[src/rtl/pio_pkg.sv]
package pio_pkg;

    // Control bits for one pin, taken from the shared control byte
    typedef struct packed {
        logic pull_off;   // 1 = internal pullup disabled
        logic level;      // 0 = hold low, 1 = release
    } pin_cfg_t;

    // Drive request for one pad
    typedef struct packed {
        logic oe;
        logic dout;
        logic pu_en;
    } pin_drv_t;

    // Open-drain style decode: only a low level is ever driven
    function automatic pin_drv_t decode_pin(pin_cfg_t cfg);
        pin_drv_t d;
        d.oe    = ~cfg.level;
        d.dout  = 1'b0;
        d.pu_en = ~cfg.pull_off;
        return d;
    endfunction

    // Reset control value: all pins released, all pullups on
    function automatic logic [15:0] ctrl_reset_value(int unsigned pins);
        logic [15:0] v;
        v = '0;
        for (int unsigned k = 0; k < pins; k++) begin
            v[k] = 1'b1;
        end
        return v;
    endfunction

endpackage

[src/rtl/pio_ctrl_reg.sv]
module pio_ctrl_reg #(
    parameter int unsigned WIDTH = 8,
    parameter logic [WIDTH-1:0] RST_VAL = '0
) (
    input  logic             clk,
    input  logic             rst,
    input  logic             we,
    input  logic [WIDTH-1:0] din,
    output logic [WIDTH-1:0] q
);
    always_ff @(posedge clk) begin
        if (rst) begin
            q <= RST_VAL;
        end else if (we) begin
            q <= din;
        end
    end
endmodule

[src/rtl/pio_pin_drv.sv]
module pio_pin_drv
    import pio_pkg::*;
(
    input  pin_cfg_t cfg_i,
    output pin_drv_t drv_o
);
    always_comb begin
        drv_o = decode_pin(cfg_i);
    end
endmodule

[src/rtl/pio_sync.sv]
module pio_sync #(
    parameter int unsigned WIDTH  = 4,
    parameter int unsigned STAGES = 2
) (
    input  logic             clk,
    input  logic             rst,
    input  logic [WIDTH-1:0] d,
    output logic [WIDTH-1:0] q
);
    logic [WIDTH-1:0] stg [STAGES];

    always_ff @(posedge clk) begin
        if (rst) begin
            for (int k = 0; k < int'(STAGES); k++) begin
                stg[k] <= '0;
            end
        end else begin
            stg[0] <= d;
            for (int k = 1; k < int'(STAGES); k++) begin
                stg[k] <= stg[k-1];
            end
        end
    end

    assign q = stg[STAGES-1];
endmodule

[src/rtl/pio_bank.sv]
module pio_bank
    import pio_pkg::*;
#(
    parameter int unsigned N_PINS      = 4,
    parameter int unsigned SYNC_STAGES = 2
) (
    input  logic                  clk,
    input  logic                  rst,
    input  logic                  ctrl_we,
    input  logic [2*N_PINS-1:0]   ctrl_din,
    input  logic [N_PINS-1:0]     pad_di,
    output logic [N_PINS-1:0]     pad_oe,
    output logic [N_PINS-1:0]     pad_do,
    output logic [N_PINS-1:0]     pad_pu_en,
    output logic [2*N_PINS-1:0]   state_byte
);
    localparam int unsigned CW = 2 * N_PINS;
    localparam logic [15:0] RST_FULL = ctrl_reset_value(N_PINS);
    localparam logic [CW-1:0] CTRL_RST = RST_FULL[CW-1:0];

    logic [CW-1:0]     ctrl_q;
    logic [N_PINS-1:0] pin_sync;
    pin_drv_t          drv [N_PINS];

    pio_ctrl_reg #(
        .WIDTH   (CW),
        .RST_VAL (CTRL_RST)
    ) u_ctrl (
        .clk (clk),
        .rst (rst),
        .we  (ctrl_we),
        .din (ctrl_din),
        .q   (ctrl_q)
    );

    for (genvar i = 0; i < int'(N_PINS); i++) begin : g_pin
        pin_cfg_t cfg;
        assign cfg.pull_off = ctrl_q[N_PINS + i];
        assign cfg.level    = ctrl_q[i];

        pio_pin_drv u_drv (
            .cfg_i (cfg),
            .drv_o (drv[i])
        );

        assign pad_oe[i]    = drv[i].oe;
        assign pad_do[i]    = drv[i].dout;
        assign pad_pu_en[i] = drv[i].pu_en;
    end

    pio_sync #(
        .WIDTH  (N_PINS),
        .STAGES (SYNC_STAGES)
    ) u_sync (
        .clk (clk),
        .rst (rst),
        .d   (pad_di),
        .q   (pin_sync)
    );

    assign state_byte = {{N_PINS{1'b0}}, pin_sync};
endmodule

[config.mk]
export PLATFORM = sky130hd
export DESIGN_NAME = pio_bank
export DESIGN_NICKNAME = d
export VERILOG_FILES = /design/src/rtl/pio_pkg.sv /design/src/rtl/pio_ctrl_reg.sv /design/src/rtl/pio_pin_drv.sv /design/src/rtl/pio_sync.sv /design/src/rtl/pio_bank.sv
export SDC_FILE = /design/constraint.sdc
export NUM_CORES = 1
export LEC_CHECK = 0
export CORE_MARGIN = 2
export CORE_UTILIZATION = 37
export CTS_CLUSTER_DIAMETER = 60
export DETAILED_ROUTE_END_ITERATION = 7
export HOLD_SLACK_MARGIN = 0.1
export PLACE_DENSITY = 0.74
export SLEW_MARGIN = 20
export SYNTH_ARGS = -nofsm -noshare
export SYNTH_HDL_FRONTEND = slang
export SYNTH_HIERARCHICAL = 1
export SYNTH_SLANG_ARGS = --single-unit
[constraint.sdc]
create_clock -name clk -period 0.8 [get_ports clk]
set_input_delay 0.16 -clock clk [delete_from_list [all_inputs] [get_ports clk]]
set_output_delay 0.16 -clock clk [all_outputs]
set_load 0.02 [all_outputs]
* Yosys cells after proc, flatten, opt, wreduce, memory -nomap -nowiden *
Memories as Yosys holds them, arrays and structs flattened.
Index checks and enable logic that the tools add are counted.

storage, ports and cells
  register bits after elaboration = 8
  latch bits = 0
  bits in writable memories = 8
  ROM bits = 0
  input port bits = 15
  output and inout port bits = 20
  word-level logic and storage cells = 17
  memories = 1

memory list
  name        depth  bits a word  rd ports  clocked after Yosys merged registers in  wr ports  line            text
  u_sync.stg  2      4            2         0                                        2         pio_sync.sv:10  logic [WIDTH-1:0] stg [STAGES];

operators by class
  $add $sub $neg = 0
  multiply operators = 0
  div/mod/pow operators = 0
  magnitude comparators = 0
  equal/unequal tests = 0
  shift operators = 0
  mux-type cells = 5
  bitwise gates (word level) = 10
  reductions and logical operators = 0

operator list
  operator      count
  $mux W4       2
  $not A1 Y1    8
  $mux W1       3
  $or A1 B1 Y1  2

* Depth between registers and ports, before layout *
Gate-level depths: netlist of run 1.

  word-level depth = 3
  mapped depth = 3
  depth with buffers taken out = 2

* Modules after synthesis *
The synthesis of run 1 kept the hierarchy.

by module, submodules not included
  module        instances  cells an instance  area each (um2)  seq. area each (um2)
  pio_ctrl_reg  1          26                 297.8            160.2
  pio_sync      1          20                 240.2            160.2
  pio_pin_drv   4          4                  18.8             0.0
  pio_bank      1          5                  33.8             0.0

* Worst setup path before layout of run 1 *
Ideal clock, no wire load.

  kind = register -> register
  start point = register, netlist name u_ctrl/q[0]
  end point = register u_ctrl.q[0]
  setup time = 120 ps
  arrival time = 641 ps
  required time = 680 ps
  slack = 38 ps
  stages on the path, launching flop included = 3
  path buffers = 0
  clock period less this slack = 762 ps
  cells stage by stage = dfxtp_1 nor2b_1 a211o_2

RTL lines
  what                  line                text
  to (signal assigned)  pio_ctrl_reg.sv:15  q <= din;
  to (decl)             pio_ctrl_reg.sv:9   output logic [WIDTH-1:0] q

* Worst setup path in the final report of run 1 *
  start point = register u_ctrl.q[7]
  end point = output port pad_pu_en[3]

between the ends
  word-level cells in the longest chain between the ends = 1

RTL lines
  what        line            text
  $not A1 Y1  pio_pkg.sv:21   d.pu_en = ~cfg.pull_off;
  to (decl)   pio_bank.sv:14  output logic [N_PINS-1:0] pad_pu_en,

No other way between the ends.

==> flow_summary.yaml, run 1 <==
finish:
  drive_gt1_share_pct: 49.4
  fin_nets: 105
  syn2layout_area_growth_pct: 46.2
  antenna_cells: 0
sta:
  finalCritPeriodShare_pct: 118
  fmax_mhz: 1060
  fin_skew_ns: 0.000431
  whs_ns: 0.341
  rsz0062_at_grt: "yes"
  setup_viol: 14
  finalWorstSetupSlack_ns: -0.141
  drv_slew: 0
  post-route-min-period_ns: 0.941
  hold_violations: 0
synthesis:
  synth_area_leaders: "dfxtp_1, buf_4, nor2b_1"
  synth_area_sq_um: 647
  yosys.area_share.simple_pct: 14.7
  synth-seq-cells: 16
  synth_area_per_cell_sq_um: 9.65
  syn-instance-count: 67
  ys_types: 12
  muxShareOfSynthArea_pct: 6.19
  yosysWarnings: 6
  synth_compound_area_share_pct: 5.80
  synth-xor-area-share_pct: 0
  synthAdderAreaFrac_pct: 0
  synth_top_area_share_pct: 49.5
  synth_top_family_by_area: "buffers and inverters"
  yosysSeqAreaShare_pct: 49.5
  synth_top_area_cell: "dfxtp_1"
worst_setup_path:
  crit_family: "flip-flops"
  end_kind: "output pin"
  crit_fanout: 2
  crit_arrival_ns: 0.78
  path_buf_inv: 2
  crit_chain: "inv_2 > buf_6"
  start_kind: "flop"
  path_class: "reg2out"
  slowest_stage: "dfxtp_2"
  max_stage_delay_ns: 0.35
  cp.required_ns: 0.64
place:
  dp_hpwl_um: 815
  numPortBuffers: 26
  place_congestion: 0.722
power_and_ir_drop:
  leakage_uw: 0.000455
  peakVddDrop_v: 0.000958
  powerDensity_nw_per_um2: 1820
  power_uw: 1720
job:
  max-cap-violations: 0
cts:
  cts_setup_buffers: 0
  cts_sinks: 16
  numCtsBuffers: 3
  cts_tree: "built"
  cts-root-buf: "clkbuf_4"
  clk_path_buf_depth: 2
  htree_num_levels: 1
  clk_latency_ns: 0.28
  clk_pin_slew_worst_paths_ns: 0.09
floorplan:
  die_h_um: 45.8
  die_area_sq_um: 2100
  start_util_pct: 38.3
  core-area_sq_um: 1690
  fp.dieW_um: 45.8
  num_io_pins: 35
  fp-row-count: 15
drt:
  ant_nets: 0
  vias: 438
  viasPerCell: 4.13
  wl_mm: 1.04
  wl_per_cell_um: 9.81
  drc_errors: 0
  dr.first_iter.drc_count: 3
  drtPass1Iterations: 2
global_route:
  antenna_found_initial: 0
  overflow: 0
  grt_usage_pct: 10.9
  grt_pass1_wl_mm: 1.64
  grt_max_degree: 13
  first_global_vias: 392
status:
  status: "finished, violations left"
  violations: "setup timing"
hold_path:
  hold_path.class: "in2reg"
==> Yosys cell counts <==
cell type  instances
a211o_2            2
clkbuf_1           1
nor2_1             4
conb_1             5
buf_4             12
inv_1              8
mux2i_1            4
a211o_1            2
nor2b_1           10
nor2b_2            2
buf_6              1
dfxtp_1           16
==> cells by family after synthesis <==
kind of cell    after synthesis
simple gates                 16
other cells                   5
compound gates                4
flops                        16
mux                           4
buf+inv                      22
==> path summary, 6_finish.rpt <==
kind	startpoint	endpoint	cells past startpoint	slack [ns]
max reg2reg	u_ctrl/q[1]$_SDFFE_PP1P_	u_ctrl/q[1]$_SDFFE_PP1P_	2	-0.03
min reg2reg	u_sync/stg[0][1]$_SDFF_PP0_	u_sync/stg[0][5]$_SDFF_PP0_	1	0.44
min	rst	u_ctrl/q[3]$_SDFFE_PP1P_	2	0.34
max	u_ctrl/q[7]$_SDFFE_PP0P_	pad_pu_en[3]	2	-0.14
==> per-stage QoR <==
step / utilization (%) / setup WS [ns] / area [sq um] / instances / setup TNS, ns
3_3_place_gp: 50.7 / -0.401 / 857 / 102 / -8.75
2_1_floorplan: - / 0.0384 / 658 / 70 / 0
4_1_cts: 55.0 / -0.150 / 928 / 106 / -1.54
5_1_grt: 56.0 / -0.171 / 946 / 106 / -1.77
3_5_place_dp: 50.7 / -0.418 / 857 / 102 / -9.17
6_report: 56.0 / -0.141 / 946 / 106 / -1.42
==> worst reg2reg max path, cell delays in order, from the launching register on <==
cell and delay (ns):
dfxtp_2 0.33, nor2b_1 0.13, a211o_2 0.27
==> layer usage <==
layer  global-route usage (%)  up-vias  wire [um]
li1                         -      223          -
met1                     11.2      203        388
met2                     20.6       12        609
met3                     2.38        0         43
met4                     5.14        0          0
met5                        0        -          0
==> cell usage in the layout, fill, tap and decap left out <==
cell type,synthesis,layout
nor2b_1,10,9
clkbuf_4,0,3
nor2_1,4,4
dfxtp_1,16,4
dlygate4sd2_1,0,2
dfxtp_2,0,12
inv_2,0,8
buf_4,12,1
nor2b_4,0,3
clkdlybuf4s50_1,0,12
buf_6,1,14
conb_1,5,8
clkbuf_8,0,1
a211o_1,2,2
a211o_2,2,2
mux2i_1,4,4
==> registers in the layout (all words and copies together), names as in the netlist <==
name,count
u_ctrl/q,8
u_sync/stg,8
==> timing repair <==
| item | CTS | global route |
|---|---|---|
| hold buffers | 0 | 0 |
| gates resized for setup | 96 | 4 |
| setup endpoints to repair | 28 | 16 |
==> power by group <==
group	total [uW]	switching, uW	internal (uW)
Clock	516	239	277
Combinational	335	152	183
Sequential	870	22.3	848
Total	1720	413	1310
==> layout make-up <==
class | count | area, sq um
Clock buffer | 4 | 36.3
Fill cell | 156 | 743
Inverter | 8 | 30.0
Multi-Input combinational cell | 32 | 220
Sequential cell | 16 | 335
Tap cell | 17 | 21.3
Timing Repair Buffer | 29 | 303
Power figures use the tool's default switching activity.
==> run 2, diff against run 1 <==
CORE_UTILIZATION = 25   (was 37)
MAX_ROUTING_LAYER = met4   (was not set)
PLACE_DENSITY = 0.53   (was 0.74)
==> flow_summary.yaml, run 2 (synthesis gave the netlist of run 1 again) <==
status:
  status: "finished, violations left"
  violations: "setup timing"
hold_path:
  hold_path.class: "in2reg"
power_and_ir_drop:
  power_uw: 1710
  netSwitchingPower_uw: 408
  leakage_uw: 0.000451
  peakVddDrop_v: 0.000924
  pwr-share-clk_pct: 30.0
  powerDensity_nw_per_um2: 1790
  seqPwrFrac_pct: 50.8
  p_sw_share_pct: 23.8
  p_comb_share_pct: 19.2
  p_int_uw: 1300
global_route:
  grt_max_degree: 10
  first_global_vias: 426
  grt_pass1_wl_mm: 1.72
  antenna_found_initial: 0
  overflow: 0
  grt_usage_pct: 8.52
worst_setup_path:
  end_kind: "output pin"
  cp.required_ns: 0.64
  path_class: "reg2out"
  start_kind: "flop"
  slowest_stage: "dfxtp_2"
  max_stage_delay_ns: 0.35
  crit_fanout: 2
  crit_family: "flip-flops"
  crit_chain: "inv_2 > buf_6"
  crit_arrival_ns: 0.78
  path_buf_inv: 2
  r2r_slack_ns: -0.02
sta:
  fin_skew_ns: 0.0000845
  finalWorstSetupSlack_ns: -0.135
  post-route-min-period_ns: 0.935
  whs_ns: 0.367
  hold_violations: 0
  drv_slew: 0
  setup_viol: 14
  finalCritPeriodShare_pct: 117
  fmax_mhz: 1070
  rsz0062_at_grt: "yes"
floorplan:
  core-area_sq_um: 2450
  fp.dieW_um: 54.9
  num_io_pins: 35
  die_area_sq_um: 3010
  fp-row-count: 18
  start_util_pct: 26.4
  die_h_um: 54.9
drt:
  viasPerCell: 3.72
  ant_nets: 0
  dr_wl_met2_um: 520
  vias: 446
  top_layer: "met4"
  dr.first_iter.drc_count: 1
  met3_length_um: 72
  drtPass1Iterations: 2
  drc_errors: 0
  wl_mm: 1.01
  drt-met1-wl_um: 409
  wl_per_cell_um: 8.45
finish:
  drive_gt1_share_pct: 50.0
  final_cells: 120
  fin_nets: 106
  antenna_cells: 0
  final_area_sq_um: 957
  syn2layout_area_growth_pct: 48.0
  final_cell_mix: "clkdlybuf4s50_1, buf_6, dfxtp_2, nor2b_1"
  fill_cells: 242
  reg.largest.list: "u_ctrl/q: 8 flops, u_sync/stg: 8 flops"
cts:
  clk_pin_slew_worst_paths_ns: 0.09
  clk_path_buf_depth: 2
  numCtsBuffers: 3
  cts_sinks: 16
  cts_setup_buffers: 0
  cts_tree: "built"
  htree_num_levels: 1
  cts-root-buf: "clkbuf_4"
  clk_latency_ns: 0.27
place:
  place_congestion: 0.619
  dp_hpwl_um: 822
  numPortBuffers: 26
  place_inst: 116
  dpl_cell_area_sq_um: 881
  preCtsSetupSlack_ns: -0.427
job:
  max-cap-violations: 0
-- run 2: power by group through the flow --
| stage | Sequential (uW) | Combinational [uW] | Clock (uW) |
|---|---|---|---|
| 5_1_grt | 876 | 358 | 578 |
| 6_report | 870 | 329 | 514 |
| 3_3_place_gp | 875 | 311 | 0 |
| 3_5_place_dp | 876 | 312 | 0 |
| 2_1_floorplan | 870 | 197 | 0 |
| 4_1_cts | 870 | 323 | 542 |
-- run 2: final timing paths --
kind,start,to,depth (start not counted)
worst max-delay path,u_ctrl/q[1]$_SDFFE_PP1P_,pad_oe[1],2
worst min-delay path,rst,u_ctrl/q[2]$_SDFFE_PP1P_,2
worst max register to register,u_ctrl/q[1]$_SDFFE_PP1P_,u_ctrl/q[1]$_SDFFE_PP1P_,2
worst min register to register,u_sync/stg[0][2]$_SDFF_PP0_,u_sync/stg[0][6]$_SDFF_PP0_,1
-- run 2: final cells by class --
cell class	count	area, sq um	area share, %
sequential	16	335	35.0
multi-input combinational	32	215	22.5
clock buffer	4	36.3	3.79
timing repair buffer	30	303	31.6
tap	30	37.5	3.92
inverter	8	30.0	3.14
-- run 2: per-layer routing --
layer | global-route usage [%] | vias up
li1 | - | 225
met2 | 12.7 | 17
met1 | 9.60 | 202
met3 | 2.46 | 2
met5 | - | -
met4 | 6.25 | 0
-- run 2: what timing repair did --
action,CTS,global route
setup endpoints to repair,28,16
resized for setup,94,2
hold endpoints to repair,0,0
cloned,0,0
hold buffers,0,0
-- run 2: metrics by stage --
stage	setup TNS, ns	util, %
floorplan	0	-
global placement	-9.03	35.9
detailed placement	-9.08	35.9
CTS	-1.61	38.5
global route	-1.97	39.0
finish	-1.39	39.0
==> run 3, diff against run 2 <==
CELL_PAD_IN_SITES_DETAIL_PLACEMENT = 0   (was not set)
CELL_PAD_IN_SITES_GLOBAL_PLACEMENT = 1   (was not set)
MAX_ROUTING_LAYER = not set   (was met4)
PLACE_DENSITY = 0.7   (was 0.53)
==> flow_summary.yaml, run 3 (synthesis gave the netlist of run 1 again) <==
worst_setup_path:
  crit_arrival_ns: 0.77
  slowest_stage: "dfxtp_2"
  cp.depth: 2
  start_kind: "flop"
  path_class: "reg2out"
  cp.required_ns: 0.64
  reg2reg_depth: 2
  crit_fanout: 2
  path_buf_inv: 2
  r2r_slack_ns: -0.01
  max_stage_delay_ns: 0.35
  crit_chain: "inv_2 > buf_6"
  crit_family: "flip-flops"
  end_kind: "output pin"
global_route:
  grt_max_degree: 10
  first_global_vias: 386
  grt_pass1_wl_mm: 1.61
  grt_usage_pct: 7.89
  antenna_found_initial: 0
  overflow: 0
hold_path:
  hold_depth: 2
  hold_path.class: "in2reg"
sta:
  fin_tns_setup_ns: -1.33
  finalWorstSetupSlack_ns: -0.134
  post-route-min-period_ns: 0.934
  hold_violations: 0
  rsz0062_at_grt: "yes"
  drv_slew: 0
  fmax_mhz: 1070
  finalCritPeriodShare_pct: 117
  setup_viol: 14
  fin_skew_ns: 0.000238
cts:
  postCtsHoldBufs: 0
  htree_num_levels: 1
  clk_latency_ns: 0.27
  clk_path_buf_depth: 2
  cts_sinks: 16
  cts_tree: "built"
  cts-root-buf: "clkbuf_4"
  clk_pin_slew_worst_paths_ns: 0.09
  numCtsBuffers: 3
drt:
  ant_nets: 0
  wl_per_cell_um: 8.17
  wl_um: 989
  dr.first_iter.drc_count: 2
  drc_errors: 0
  viasPerCell: 3.61
  vias: 437
  drtPass1Iterations: 2
place:
  place_inst: 116
  preCtsSetupSlack_ns: -0.419
  place_congestion: 0.611
  numPortBuffers: 26
  dp_hpwl_um: 821
finish:
  drive_gt1_share_pct: 50.5
  syn2layout_area_growth_pct: 49.7
  final_cell_mix: "buf_6, clkdlybuf4s50_1, dfxtp_2, nor2b_1"
  antenna_cells: 0
  utilization_pct: 39.4
  reg.largest.list: "u_ctrl/q: 8 flops, u_sync/stg: 8 flops"
  fin_nets: 107
  final_common_cell: "buf_6"
  fill_cells: 251
  final_cells: 121
floorplan:
  start_util_pct: 26.4
  die_h_um: 54.9
  num_io_pins: 35
  fp.dieW_um: 54.9
  die_area_sq_um: 3010
  fp-row-count: 18
  core-area_sq_um: 2450
power_and_ir_drop:
  leakage_uw: 0.000458
  powerDensity_nw_per_um2: 1770
  peakVddDrop_v: 0.000877
status:
  status: "finished, violations left"
  violations: "setup timing"
job:
  max-cap-violations: 0
-- run 3: changes by cell type in the layout (fill, tap and decap cells not counted), sizes merged --
cell  before  now
buf       16   17
-- run 3: layout make-up --
| type | instances | area [sq um] | share of cell area (%) |
|---|---|---|---|
| repair buffers | 31 | 314 | 32.4 |
| flip-flops and latches | 16 | 335 | 34.6 |
| well taps | 30 | 37.5 | 3.88 |
| inverters | 8 | 30.0 | 3.10 |
| clock buffers | 4 | 36.3 | 3.75 |
| multi-input cells | 32 | 215 | 22.2 |
-- run 3: final timing paths --
kind | end | from
worst min register to register | u_sync/stg[0][7]$_SDFF_PP0_ | u_sync/stg[0][3]$_SDFF_PP0_
worst min-delay path | u_ctrl/q[3]$_SDFFE_PP1P_ | rst
worst max register to register | u_ctrl/q[1]$_SDFFE_PP1P_ | u_ctrl/q[1]$_SDFFE_PP1P_
worst max-delay path | pad_pu_en[3] | u_ctrl/q[7]$_SDFFE_PP0P_
-- run 3: worst register-to-register path, cell delays in order (launching register included) --
cell	delay [ns]
dfxtp_2	0.33
nor2b_1	0.12
a211o_2	0.26
-- run 3: per-layer routing --
layer | GRT usage, % | up-vias | part of all wire, %
met1 | 7.78 | 193 | 40
li1 | - | 227 | -
met2 | 14.1 | 17 | 52
met3 | 4.92 | 0 | 8.0
met4 | 1.25 | 0 | 0
met5 | 0 | - | 0
-- run 3: through the flow --
stage,total power (uW),hold slack [ns],area [sq um]
floorplan,1070,0.232,658
global placement,1190,0.428,881
detailed placement,1190,0.428,881
CTS,1750,0.376,956
global route,1820,0.394,968
finish,1710,0.371,968
-- run 3: power by group --
part           switching [uW]  internal [uW]
Sequential               21.2            847
Clock                     233            277
Combinational             150            185
Total                     404           1310
-- run 3: timing repair --
| action | 4_1_cts | 5_1_grt |
|---|---|---|
| pin swaps | 0 | 0 |
| endpoints found under the setup margin | 28 | 15 |
| hold endpoints to repair | 0 | 0 |
| resized for setup | 96 | 1 |
| setup buffers | 0 | 1 |
